--- config.mk ---
export PLATFORM = sky130hd
export DESIGN_NAME = irq_countdown_timer
export DESIGN_NICKNAME = d
export VERILOG_FILES = /design/src/rtl/tmr_pkg.sv /design/src/rtl/tmr_prescaler.sv /design/src/rtl/tmr_counter.sv /design/src/rtl/tmr_notify.sv /design/src/rtl/irq_countdown_timer.sv
export SDC_FILE = /design/constraint.sdc
export NUM_CORES = 1
export LEC_CHECK = 0
export CAP_MARGIN = 25
export CORE_MARGIN = 4
export CORE_UTILIZATION = 50
export DETAILED_ROUTE_END_ITERATION = 10
export PLACE_DENSITY = 0.77
export SYNTH_ARGS = -nofsm -noshare
export SYNTH_HDL_FRONTEND = slang
export SYNTH_SLANG_ARGS = --single-unit
--- constraint.sdc ---
create_clock -name clk -period 4 [get_ports clk]
set_clock_uncertainty 0.1 [all_clocks]
set_input_delay 0.8 -clock clk [delete_from_list [all_inputs] [get_ports clk]]
set_output_delay 0.8 -clock clk [all_outputs]
set_load 0.02 [all_outputs]
--- src/rtl/tmr_pkg.sv ---
package tmr_pkg;
  localparam int DATA_W = 32;
  localparam int PS_W   = 7;   // prescaler width, max divide 128

  typedef enum logic [1:0] {
    SEL_ENTRY = 2'd0,
    SEL_INIT  = 2'd1,
    SEL_CUR   = 2'd2,
    SEL_DIV   = 2'd3
  } reg_sel_e;

  localparam int B_PERIODIC = 17;
  localparam int B_MASK     = 16;
  localparam int B_STATUS   = 12;

  // log2 of the divisor: the three meaningful code bits plus one, wrapping
  function automatic logic [2:0] div_shift(input logic [3:0] code);
    return {code[3], code[1], code[0]} + 3'd1;
  endfunction

  // terminal value of the prescaler counter
  function automatic logic [PS_W-1:0] div_limit(input logic [3:0] code);
    logic [PS_W:0] one_hot;
    one_hot = (PS_W+1)'(1) << div_shift(code);
    return PS_W'(one_hot - (PS_W+1)'(1));
  endfunction
endpackage

--- src/rtl/tmr_prescaler.sv ---
module tmr_prescaler
  import tmr_pkg::*;
(
  input  logic       clk,
  input  logic       rst_n,
  input  logic       restart,
  input  logic [3:0] div_code,
  output logic       tick
);
  logic [PS_W-1:0] pcnt;
  logic [PS_W-1:0] lim;

  assign lim  = div_limit(div_code);
  assign tick = (pcnt == lim);

  always_ff @(posedge clk) begin
    if (!rst_n || restart) pcnt <= '0;
    else if (tick)         pcnt <= '0;
    else                   pcnt <= pcnt + 1'b1;
  end
endmodule

--- src/rtl/tmr_counter.sv ---
module tmr_counter #(
  parameter int W = 32
) (
  input  logic         clk,
  input  logic         rst_n,
  input  logic         load,
  input  logic [W-1:0] load_val,
  input  logic [W-1:0] reload_val,
  input  logic         periodic,
  input  logic         tick,
  output logic [W-1:0] cur,
  output logic         expire
);
  logic at_one;
  assign at_one = (cur == W'(1));
  assign expire = tick && at_one && !load;

  always_ff @(posedge clk) begin
    if (!rst_n)                         cur <= '0;
    else if (load)                      cur <= load_val;
    else if (tick && cur != '0) begin
      if (at_one) cur <= periodic ? reload_val : '0;
      else        cur <= cur - 1'b1;
    end
  end
endmodule

--- src/rtl/tmr_notify.sv ---
module tmr_notify (
  input  logic       clk,
  input  logic       rst_n,
  input  logic       expire,
  input  logic       masked,
  input  logic [7:0] vec_in,
  input  logic       ack,
  output logic       fire,
  output logic       irq_req,
  output logic [7:0] irq_vec,
  output logic       pending
);
  assign fire = expire && !masked;

  always_ff @(posedge clk) begin
    if (!rst_n) begin
      irq_req <= 1'b0;
      irq_vec <= '0;
      pending <= 1'b0;
    end else begin
      irq_req <= fire;
      if (fire) irq_vec <= vec_in;
      if (fire)     pending <= 1'b1;
      else if (ack) pending <= 1'b0;
    end
  end
endmodule

--- src/rtl/irq_countdown_timer.sv ---
module irq_countdown_timer
  import tmr_pkg::*;
#(
  parameter int CNT_W = 32
) (
  input  logic              clk,
  input  logic              rst_n,
  input  logic              reg_wr,
  input  logic [1:0]        reg_addr,
  input  logic [DATA_W-1:0] reg_wdata,
  output logic [DATA_W-1:0] reg_rdata,
  input  logic              irq_ack,
  output logic              irq_req,
  output logic [7:0]        irq_vec
);
  logic [7:0]       vec_q;
  logic             mask_q;
  logic             periodic_q;
  logic [CNT_W-1:0] init_q;
  logic [3:0]       div_q;

  // named internal events
  logic             load_w;
  logic             div_wr_w;
  logic             tick_w;
  logic             expire_w;
  logic             fire_w;
  logic             pending_w;
  logic [CNT_W-1:0] cur_count;
  logic             unused_wdata;

  assign load_w   = reg_wr && (reg_addr == SEL_INIT);
  assign div_wr_w = reg_wr && (reg_addr == SEL_DIV);
  assign unused_wdata = ^reg_wdata;

  always_ff @(posedge clk) begin
    if (!rst_n) begin
      vec_q      <= '0;
      mask_q     <= 1'b1;
      periodic_q <= 1'b0;
      init_q     <= '0;
      div_q      <= '0;
    end else if (reg_wr) begin
      unique case (reg_sel_e'(reg_addr))
        SEL_ENTRY: begin
          vec_q      <= reg_wdata[7:0];
          mask_q     <= reg_wdata[B_MASK];
          periodic_q <= reg_wdata[B_PERIODIC];
        end
        SEL_INIT: init_q <= reg_wdata[CNT_W-1:0];
        SEL_DIV:  div_q  <= reg_wdata[3:0];
        default: ;
      endcase
    end
  end

  tmr_prescaler u_pre (
    .clk      (clk),
    .rst_n    (rst_n),
    .restart  (load_w || div_wr_w),
    .div_code (div_q),
    .tick     (tick_w)
  );

  tmr_counter #(.W(CNT_W)) u_cnt (
    .clk        (clk),
    .rst_n      (rst_n),
    .load       (load_w),
    .load_val   (reg_wdata[CNT_W-1:0]),
    .reload_val (init_q),
    .periodic   (periodic_q),
    .tick       (tick_w),
    .cur        (cur_count),
    .expire     (expire_w)
  );

  tmr_notify u_ntf (
    .clk     (clk),
    .rst_n   (rst_n),
    .expire  (expire_w),
    .masked  (mask_q),
    .vec_in  (vec_q),
    .ack     (irq_ack),
    .fire    (fire_w),
    .irq_req (irq_req),
    .irq_vec (irq_vec),
    .pending (pending_w)
  );

  always_comb begin
    reg_rdata = '0;
    unique case (reg_sel_e'(reg_addr))
      SEL_ENTRY: begin
        reg_rdata[7:0]        = vec_q;
        reg_rdata[B_STATUS]   = pending_w;
        reg_rdata[B_MASK]     = mask_q;
        reg_rdata[B_PERIODIC] = periodic_q;
      end
      SEL_INIT: reg_rdata[CNT_W-1:0] = init_q;
      SEL_CUR:  reg_rdata[CNT_W-1:0] = cur_count;
      SEL_DIV:  reg_rdata[3:0]       = div_q;
      default: ;
    endcase
  end
endmodule

Word-level counts from Yosys, hierarchy flattened

Cells that the tools add are included.
Widths: inputs -> output; s select.

Input bits: 38
Register bits: 95
Word-level logic and storage cells: 52

Add/subtract/negate cells: 4
Shift-type cells: 1
Reductions and logical operators: 19
Eq/ne operators: 5
Muxes and demuxes: 13

Operator list:

| operator              | count |
|---|---|
| $mux 32               | 4 |
| $eq 32x1->1 const B   | 1 |
| $reduce_bool 32->1    | 1 |
| $sub 32x1->32 const B | 1 |
| $pmux 14 s2           | 1 |
| $pmux 4 s4            | 1 |
| $pmux 4 s3            | 1 |
| $pmux 4 s2            | 1 |
| $add 7x1->7 const B   | 1 |
| $eq 7x7->1            | 1 |
| $shl 1x3->7 const A   | 1 |
| $sub 7x1->7 const B   | 1 |
| $logic_and 1x1->1     | 6 |
| $pmux 2 s3            | 1 |
| $pmux 3 s2            | 1 |
| $reduce_and 2->1      | 3 |
| $eq 2x2->1 const B    | 2 |
| $reduce_bool 2->1     | 2 |
| $add 3x1->3 const B   | 1 |
| $logic_not 1->1       | 3 |
| $pmux 1 s3            | 1 |
| $eq 2x1->1 const B    | 1 |
| $logic_not 2->1       | 1 |
| $logic_or 1x1->1      | 2 |
| 2 further kinds       | 3 |

Logic depth before layout (Yosys ltp)

Gate-level depths: netlist (run 1).

Depth after elaboration: 8
Gate-level depth with buffers: 16
Gate-level depth less buffers: 12

Modules after synthesis

From an unflattened synthesis (run 1), not the netlist that was laid out.

Cell total of the unflattened synthesis: 755
Area, all modules: 6,105.9 µm²

By module, submodules not included:

| module              | area an instance (µm²) | cells each | times used |
|---|---|---|---|
| irq_countdown_timer | 2,607.5                | 297        | 1 |
| tmr_counter         | 2,508.7                | 347        | 1 |
| tmr_prescaler       | 573.0                  | 70         | 1 |
| tmr_notify          | 416.6                  | 41         | 1 |

Worst setup path before layout (run 1)

Ideal clock, no wire load.

Path type: register to register
From: reg div_q[1]
To: reg u_cnt.cur[18]
Setup slack: 133 ps
Setup time: 135 ps
Cell stages (with the launch flop): 17
Data arrival time: 3,632 ps
Data required time: 3,765 ps
Cell sequence: dfxtp_1 -> clkbuf_1 -> and2_1 -> ha_1 -> buf_4 -> or3b_2 -> ha_1 -> o32ai_1 -> nor4_2 -> xnor2_1 -> a2111oi_4 -> o211ai_2 -> or2_1 -> buf_6 -> buf_6 -> a311oi_1 -> o22ai_1

Word-level cells in the longest chain between the ends: 6

Ends and longest elaborated chain:

| what                        | RTL line                  | RTL |
|---|---|---|
| start, declared             | irq_countdown_timer.sv:20 | `logic [3:0] div_q;` |
| start signal, assigned      | irq_countdown_timer.sv:51 | `SEL_DIV: div_q <= reg_wdata[3:0];` |
| $add 3x1->3                 | tmr_pkg.sv:18             | `return {code[3], code[1], code[0]} + 3'd1;` |
| $shl 1x3->7                 | tmr_pkg.sv:24             | `one_hot = (PS_W+1)'(1) << div_shift(code);` |
| $sub 7x1->7                 | tmr_pkg.sv:25             | `return PS_W'(one_hot - (PS_W+1)'(1));` |
| $eq 7x7->1                  | tmr_prescaler.sv:14       | `assign tick = (pcnt == lim);` |
| $logic_and 1x1->1           | tmr_counter.sv:21         | `else if (tick && cur != '0) begin` |
| $reduce_bool 2->1 (no line) | --                        |  |
| end signal, assigned        | tmr_counter.sv:20         | `else if (load) cur <= load_val;` |
| end signal, assigned        | tmr_counter.sv:22         | `if (at_one) cur <= periodic ? reload_val : '0;` |
| end signal, assigned        | tmr_counter.sv:23         | `else cur <= cur - 1'b1;` |
| end, declared               | tmr_counter.sv:11         | `output logic [W-1:0] cur,` |

Every way passes these cells.
A chain may end at the register's enable or synchronous reset.

Final worst setup path (run 1)

From: in reg_addr[0]
To: out reg_rdata[0]

Word-level cells in the longest chain between the ends: 2
Elaborated cells between the ends (all ways): 5
Those cells by class: 3 x eq/ne; 1 x mux; 1 x reduce/logical

Ends and longest elaborated chain:

| what                                     | RTL line                  | RTL |
|---|---|---|
| start, declared                          | irq_countdown_timer.sv:9  | `input logic [1:0] reg_addr,` |
| $eq 2x2->1, or another cell as far along | irq_countdown_timer.sv:92 | `unique case (reg_sel_e'(reg_addr))` |
| $pmux 4 s4 (*)                           | irq_countdown_timer.sv:92 |  |
| end, declared                            | irq_countdown_timer.sv:11 | `output logic [DATA_W-1:0] reg_rdata,` |

Every way passes the cells marked *; elsewhere a longest branch is shown, timed or not.

==> run_results.csv, run 1 <==
group,metric,value,unit
timing,hold_ws,0.3718,ns
timing,fmax,0.2586,GHz
clock_tree,clk_pin_slew,0.06,ns
finish,drive_above_1_share,7.393,%
drt,drt-total-wl,16.83,mm
drt,drtIter0Drc,594,
timing,slew_violations,0,
grt,grt_max_degree,46,
floorplanning,start_util,51.52,%
grt,grt_pass1_wl,27.74,mm
clock_tree,clock_latency,0.35,ns
grt,grt_usage,26.01,%
logic_synthesis,synthSimpleGateAreaFrac,25.32,%
drt,firstDrtPassIters,8,
place,dp_hpwl,11.53,mm
finish,fin_util,62.88,%
clock_tree,cts_hold_buf,0,
timing,worst_pin_slew,0.6579,ns
setup_path,worst-path-stages,7,
drt,final_antenna_net_count,0,
timing,post-route-min-period,3.867,ns
place,gp_congestion,0.9486,
clock_tree,cts_tree,"built",
drt,wl_per_cell,17.94,microns
logic_synthesis,syn_area_per_cell,7.645,sq um
drt,drc_errors,0,
logic_synthesis,synth_nets,788,
power_and_ir_drop,p_total,3.772,mW
finish,nNetsFinal,845,
timing,max_slew_margin,56.08,%
floorplanning,row_count,38,
setup_path,reg2reg_depth,13,
logic_synthesis,async_flop_share,0,%
finish,area_growth,22.05,%
grt,antenna_found_initial,0,
setup_path,critPathTopFamily,"buffers and inverters",
finish,layout_common_cells,"nand2_1, dfxtp_1, a21oi_1",
power_and_ir_drop,power_density,548.5,nW/um^2
clock_tree,clockRootBuffer,"clkbuf_16",
logic_synthesis,synth_compound_area_share,27.69,%
finish,fin_area,6877,sq um
logic_synthesis,synth_mux_area_share,2.332,%
job,maxCapViolations,0,
logic_synthesis,netlist_area,5634,sq um
setup_path,worstPathRequired,3.10,ns
setup_path,cpMostUsedCell,"clkdlybuf4s50_1",
setup_path,crit_type,"in -> out",
logic_synthesis,ys_seq_area_share,33.76,%
timing,setup_viol,0,
clock_tree,clockBufferDepth,2,
setup_path,slowest_stage,"clkdlybuf4s50_1",
clock_tree,htree_levels,3,
setup_path,slowest_delay,0.55,ns
setup_path,worstPathCellList,"clkdlybuf4s50_1 -> inv_1 -> ha_1 -> buf_12 -> a222oi_1 -> mux2i_1 -> clkdlybuf4s50_1",
clock_tree,clock_sinks,95,
logic_synthesis,synth_top_family_by_area,"compound AO/OA/AOI/OAI gates",
run_status,run_status,"finished clean",
timing,period_share,96.68,%
place,port_buffers,78,
drt,viasPerCell,6.190,
logic_synthesis,synth_warnings,0,
floorplanning,die_w,114.2,microns
grt,grt_pass1_vias,5546,
logic_synthesis,synth-edff-count,0,
logic_synthesis,ys.flop_type,"dfxtp_1",
floorplanning,die_y,114.2,microns
logic_synthesis,synth-xor-area-share,1.865,%
floorplanning,ioPinCount,79,
clock_tree,numCtsBuffers,9,
finish,fill_cells,992,
clock_tree,postCtsSetupRepairBufs,0,
grt,grt.overflow.total,0,
finish,antenna_cells,0,
finish,layout_commonest_cell,"nand2_1",
power_and_ir_drop,p_leak,2.391,nW
worst_hold_path,min_path_type,"reg -> reg",
timing,rsz0062_at_grt,"false",
worst_hold_path,min_path_cells,1,
setup_path,cp-end-kind,"primary output",
timing,hold_violations,0,
floorplanning,coreArea,10940,sq um
place,dpl_cell_area,6585,sq um
timing,setup_tns,0,ns
setup_path,crit_fanout,32,
clock_tree,cts-resized-gates,0,
floorplanning,dieArea,13030,sq um
logic_synthesis,synth_cells,737,
logic_synthesis,ys_ff_latch,95,
drt,num_vias,5806,
setup_path,worstSetupStartpointType,"input port",
power_and_ir_drop,max-vdd-ir-drop,0.0003370,V
setup_path,worst-endpoint-arrival,2.97,ns
logic_synthesis,synth_adder_area_share,2.887,%
setup_path,path_buf_inv,4,
logic_synthesis,synth_cell_types,75,
==> worst paths after layout <==
path / from / end / slack [ns]
min: u_pre.pcnt[0] / u_pre.pcnt[0] / 0.37
max: reg_addr[0] / reg_rdata[0] / 0.13
min reg2reg: u_pre.pcnt[0] / u_pre.pcnt[0] / 0.37
max reg2reg: div_q[1] / u_cnt.cur[5] / 0.40
==> per-layer routing <==
metal / routed length (microns) / track usage, % / vias to the layer above
met1: 7385 / 34.11 / 2770
li1: - / - / 2783
met5: 0 / 0 / -
met4: 320 / 10.37 / 0
met3: 1012 / 3.541 / 28
met2: 8107 / 43.25 / 225
==> layout make-up <==
cell class,instances,area [sq um],area share (%)
Clock buffer,12,266.5,3.876
Clock inverter,3,25.02,0.3639
Tap cell,140,175.2,2.547
Inverter,26,97.59,1.419
Timing Repair Buffer,101,1016,14.77
Sequential cell,95,1902,27.66
Multi-Input combinational cell,561,3395,49.36
==> power by group <==
group	internal, mW	switching [mW]	leakage [nW]
combinational	0.682	1.01	1.48
clock	0.472	0.368	0.141
sequential	1.06	0.179	0.772
total	2.22	1.56	2.39
==> Yosys cell counts (all sizes together), types with 3 or more instances <==
| library cell | n | area share [%] |
|---|---|---|
| o41ai | 4 | 0.62 |
| o21ai | 16 | 1.5 |
| a21o | 3 | 0.40 |
| dfxtp | 95 | 34 |
| nand4 | 5 | 0.56 |
| clkbuf | 35 | 2.3 |
| xnor2 | 6 | 0.93 |
| nand2 | 134 | 8.9 |
| o221ai | 8 | 1.2 |
| mux2i | 12 | 2.1 |
| a22oi | 21 | 2.8 |
| a311oi | 4 | 0.62 |
| o22ai | 4 | 0.44 |
| and2 | 6 | 0.67 |
| o31ai | 5 | 0.67 |
| o211ai | 5 | 0.76 |
| nor2b | 23 | 2.6 |
| a222oi | 11 | 2.0 |
| ha | 13 | 2.9 |
| nor2 | 53 | 3.6 |
| and3 | 5 | 0.56 |
| xor2 | 6 | 0.93 |
| a31o | 5 | 0.78 |
| a21boi | 15 | 2.0 |
| buf | 20 | 2.1 |
| or4 | 5 | 0.67 |
| o32ai | 6 | 0.93 |
| or3 | 5 | 0.56 |
| nor4 | 10 | 1.5 |
| nor3 | 12 | 1.4 |
| inv | 26 | 1.7 |
| a21oi | 84 | 7.5 |
| nand3 | 17 | 1.5 |
| a31oi | 22 | 2.4 |
| o21a | 4 | 0.53 |
==> stage by stage <==
step	setup WS, ns	std cells
2_1_floorplan	0.1330	737
3_3_place_gp	0.2617	923
3_5_place_dp	0.1784	923
4_1_cts	0.1693	938
5_1_grt	0.06688	938
6_report	0.1327	938
==> logic make-up after synthesis <==
kind of cell / Yosys count
muxes: 13
xor gates and xnor gates: 12
DFF: 95
adders and majority gates: 13
AOI/OAI and AO/OA: 231
buffers and inverters: 81
and+or+nand+nor: 292
==> state kept, by name, summed over array words and instances, names as in the netlist <==
signal / flops
u_ntf.irq_vec: 8
u_ntf.pending: 1
div_q: 4
periodic_q: 1
init_q: 32
u_cnt.cur: 32
u_ntf.irq_req: 1
u_pre.pcnt: 7
vec_q: 8
mask_q: 1
Note: power is estimated with default switching activity, not from simulation.
==> run 2, diff against run 1 <==
GPL_TIMING_DRIVEN = 0   (was unset)
==> run 2 against run 1 <==
Sequential cell count unchanged. Clock power increased by 11%. Combinational power increased by 4%. Global-route usage increased by 4.6 points. Sequential power about the same. Final area increased by 2.1%. Critical path depth increased by 9. Count of clock-buffer cells in the layout decreased by 2. Maximum frequency decreased by 1.6%. Non-clock buffer count increased by 32. Final cell count increased by 3.4%. Power increased by 3.7%. Critical path type is now reg -> reg.
==> run_results.csv, run 2 (synthesis results as in run 1) <==
group,metric,value,unit
run_status,run_status,"finished clean",
clock_tree,htree_levels,3,
clock_tree,clock_latency,0.35,ns
setup_path,cp-end-kind,"flop",
timing,setup_tns,0,ns
setup_path,slowest_delay,0.40,ns
drt,firstDrtPassIters,6,
clock_tree,numCtsBuffers,9,
power_and_ir_drop,max-vdd-ir-drop,0.0004006,V
finish,drive_above_1_share,8.313,%
power_and_ir_drop,power_density,557.2,nW/um^2
timing,slew_violations,0,
drt,drc_errors,0,
floorplanning,die_y,114.2,microns
floorplanning,start_util,51.52,%
finish,area_growth,24.61,%
setup_path,worstPathCellList,"buf_4 -> and2_4 -> ha_4 -> buf_6 -> or3b_4 -> ha_4 -> o32ai_4 -> nor4_2 -> xnor2_1 -> a2111oi_4 -> o211ai_4 -> or2_1 -> buf_6 -> buf_6 -> a311oi_2 -> o22ai_1",
setup_path,path_buf_inv,4,
setup_path,r2r_slack,0.07,ns
clock_tree,clk_pin_slew,0.07,ns
drt,viasPerCell,6.432,
power_and_ir_drop,combPwrFrac,44.6,%
drt,num_vias,6239,
finish,layout_commonest_cell,"nand2_1",
job,maxCapViolations,0,
worst_hold_path,min_path_cells,2,
setup_path,slowest_stage,"a2111oi_4",
drt,drt-total-wl,20.05,mm
place,dpl_cell_area,6570,sq um
power_and_ir_drop,p_seq_share,31.6,%
grt,grt_usage,30.62,%
setup_path,crit_path_start,"div_q[1]",
setup_path,reg2reg_depth,16,
power_and_ir_drop,netSwitchingFraction,41.93,%
setup_path,worstSetupStartpointType,"flop",
grt,grt_pass1_wl,31.43,mm
finish,antenna_cells,0,
floorplanning,dieArea,13030,sq um
setup_path,critPathTopFamily,"compound AO/OA/AOI/OAI gates",
timing,max_slew_margin,50.92,%
setup_path,r2r_start,"div_q[1]",
grt,grt_pass1_vias,5912,
finish,nNetsFinal,877,
finish,layout_common_cells,"nand2_1, dfxtp_1, a21oi_1",
timing,hold_violations,0,
floorplanning,die_w,114.2,microns
grt,grt_max_degree,16,
setup_path,worst-endpoint-arrival,4.03,ns
drt,final_antenna_net_count,0,
place,dp_hpwl,14.18,mm
setup_path,crit_fanout,10,
timing,fmax,0.2544,GHz
setup_path,worst-path-stages,16,
clock_tree,cts_tree,"built",
setup_path,cp-endpoint,"u_cnt.cur[5]",
setup_path,cpMostUsedCell,"buf_6",
power_and_ir_drop,switchingPower,1.640,mW
finish,fin_area,7020,sq um
place,place_ws,-0.5161,ns
clock_tree,cts_hold_buf,0,
drt,wl_per_cell,20.67,microns
power_and_ir_drop,p_int,2.271,mW
clock_tree,clock_sinks,95,
worst_hold_path,min_path_type,"reg -> reg",
floorplanning,ioPinCount,79,
drt,drtIter0Drc,939,
setup_path,r2r_end,"u_cnt.cur[5]",
grt,grt.overflow.total,0,
place,gp_congestion,0.9550,
timing,setup_viol,0,
grt,antenna_found_initial,0,
place,port_buffers,76,
floorplanning,coreArea,10940,sq um
setup_path,crit_type,"reg -> reg",
timing,period_share,98.25,%
floorplanning,row_count,38,
timing,hold_ws,0.3654,ns
power_and_ir_drop,clock_power_share,23.7,%
power_and_ir_drop,p_leak,2.488,nW
clock_tree,clockRootBuffer,"clkbuf_16",
timing,post-route-min-period,3.930,ns
finish,largest_registers,"init_q (32), u_cnt.cur (32)",
timing,setup_slack,0.06988,ns
timing,worst_pin_slew,0.7334,ns
setup_path,worstPathRequired,4.10,ns
clock_tree,clockBufferDepth,2,
-- run 2: cell count changes in the layout (fill, tap and decap cells not counted), sizes merged --
cell	before	now
bufinv	0	2
dlymetal6s2s	0	2
clkdlybuf4s50	78	71
clkbuf	12	41
clkinvlp	1	0
buf	23	26
clkinv	1	2
dlygate4sd2	0	3
-- run 2: metal layers --
layer | vias to the layer above | global-route usage (%) | share of wire [%]
li1 | 2854 | - | -
met2 | 391 | 49.96 | 47
met3 | 55 | 5.127 | 10
met5 | - | 0 | 0
met1 | 2939 | 38.89 | 39
met4 | 0 | 15.76 | 3.8
-- run 2: stage by stage --
step | std cells | utilization [%] | power, mW
floorplan | 737 | - | 2.417
global placement | 953 | 60.08 | 2.896
detailed placement | 953 | 60.08 | 2.916
CTS | 969 | 63.60 | 3.868
global route | 970 | 64.20 | 4.120
finish | 970 | 64.20 | 3.912
-- run 2: timing repair --
item / 4_1_cts / 5_1_grt
gates resized for setup: 25 / 21
setup endpoints to repair: 72 / 47
setup buffers: 2 / 1
pin swaps: 4 / 7
-- run 2: final cells by class --
| cell class | instances | area (sq um) |
|---|---|---|
| clock buffer | 10 | 229.0 |
| multi-input combinational | 561 | 3471 |
| fill | 993 | 3915 |
| inverter | 26 | 97.59 |
| sequential | 95 | 1906 |
| buffer | 54 | 275.3 |
| clock inverter | 5 | 82.58 |
| tap | 140 | 175.2 |
| timing repair buffer | 79 | 784.5 |
-- run 2: power groups by stage --
stage	sequential, mW	combinational [mW]	clock, mW
2_1_floorplan	1.20	1.22	0
3_3_place_gp	1.25	1.65	0
3_5_place_dp	1.25	1.67	0
4_1_cts	1.23	1.70	0.941
5_1_grt	1.25	1.89	0.978
6_report	1.24	1.75	0.929
-- run 2: worst min-delay path by stage --
| stage | start | slack, ns | end |
|---|---|---|---|
| global placement | div_q[2] | 0.35 | div_q[2] |
| detailed placement | div_q[2] | 0.36 | div_q[2] |
| CTS | div_q[2] | 0.37 | div_q[2] |
| floorplan | u_pre.pcnt[0] | 0.34 | u_pre.pcnt[0] |
| finish | div_q[2] | 0.37 | div_q[2] |
| global route | div_q[2] | 0.39 | div_q[2] |
-- run 2: worst register-to-register path: cells and delay by family, from the launching register on --
| kind | cells | cell delay, ns |
|---|---|---|
| flip-flops | 1 | 0.38 |
| adder cells (fa/ha/maj) | 2 | 0.48 |
| XOR/XNOR | 1 | 0.17 |
| buffers and inverters | 4 | 0.57 |
| AO/OA/AOI/OAI | 5 | 1.13 |
| AND/OR/NAND/NOR | 4 | 0.94 |
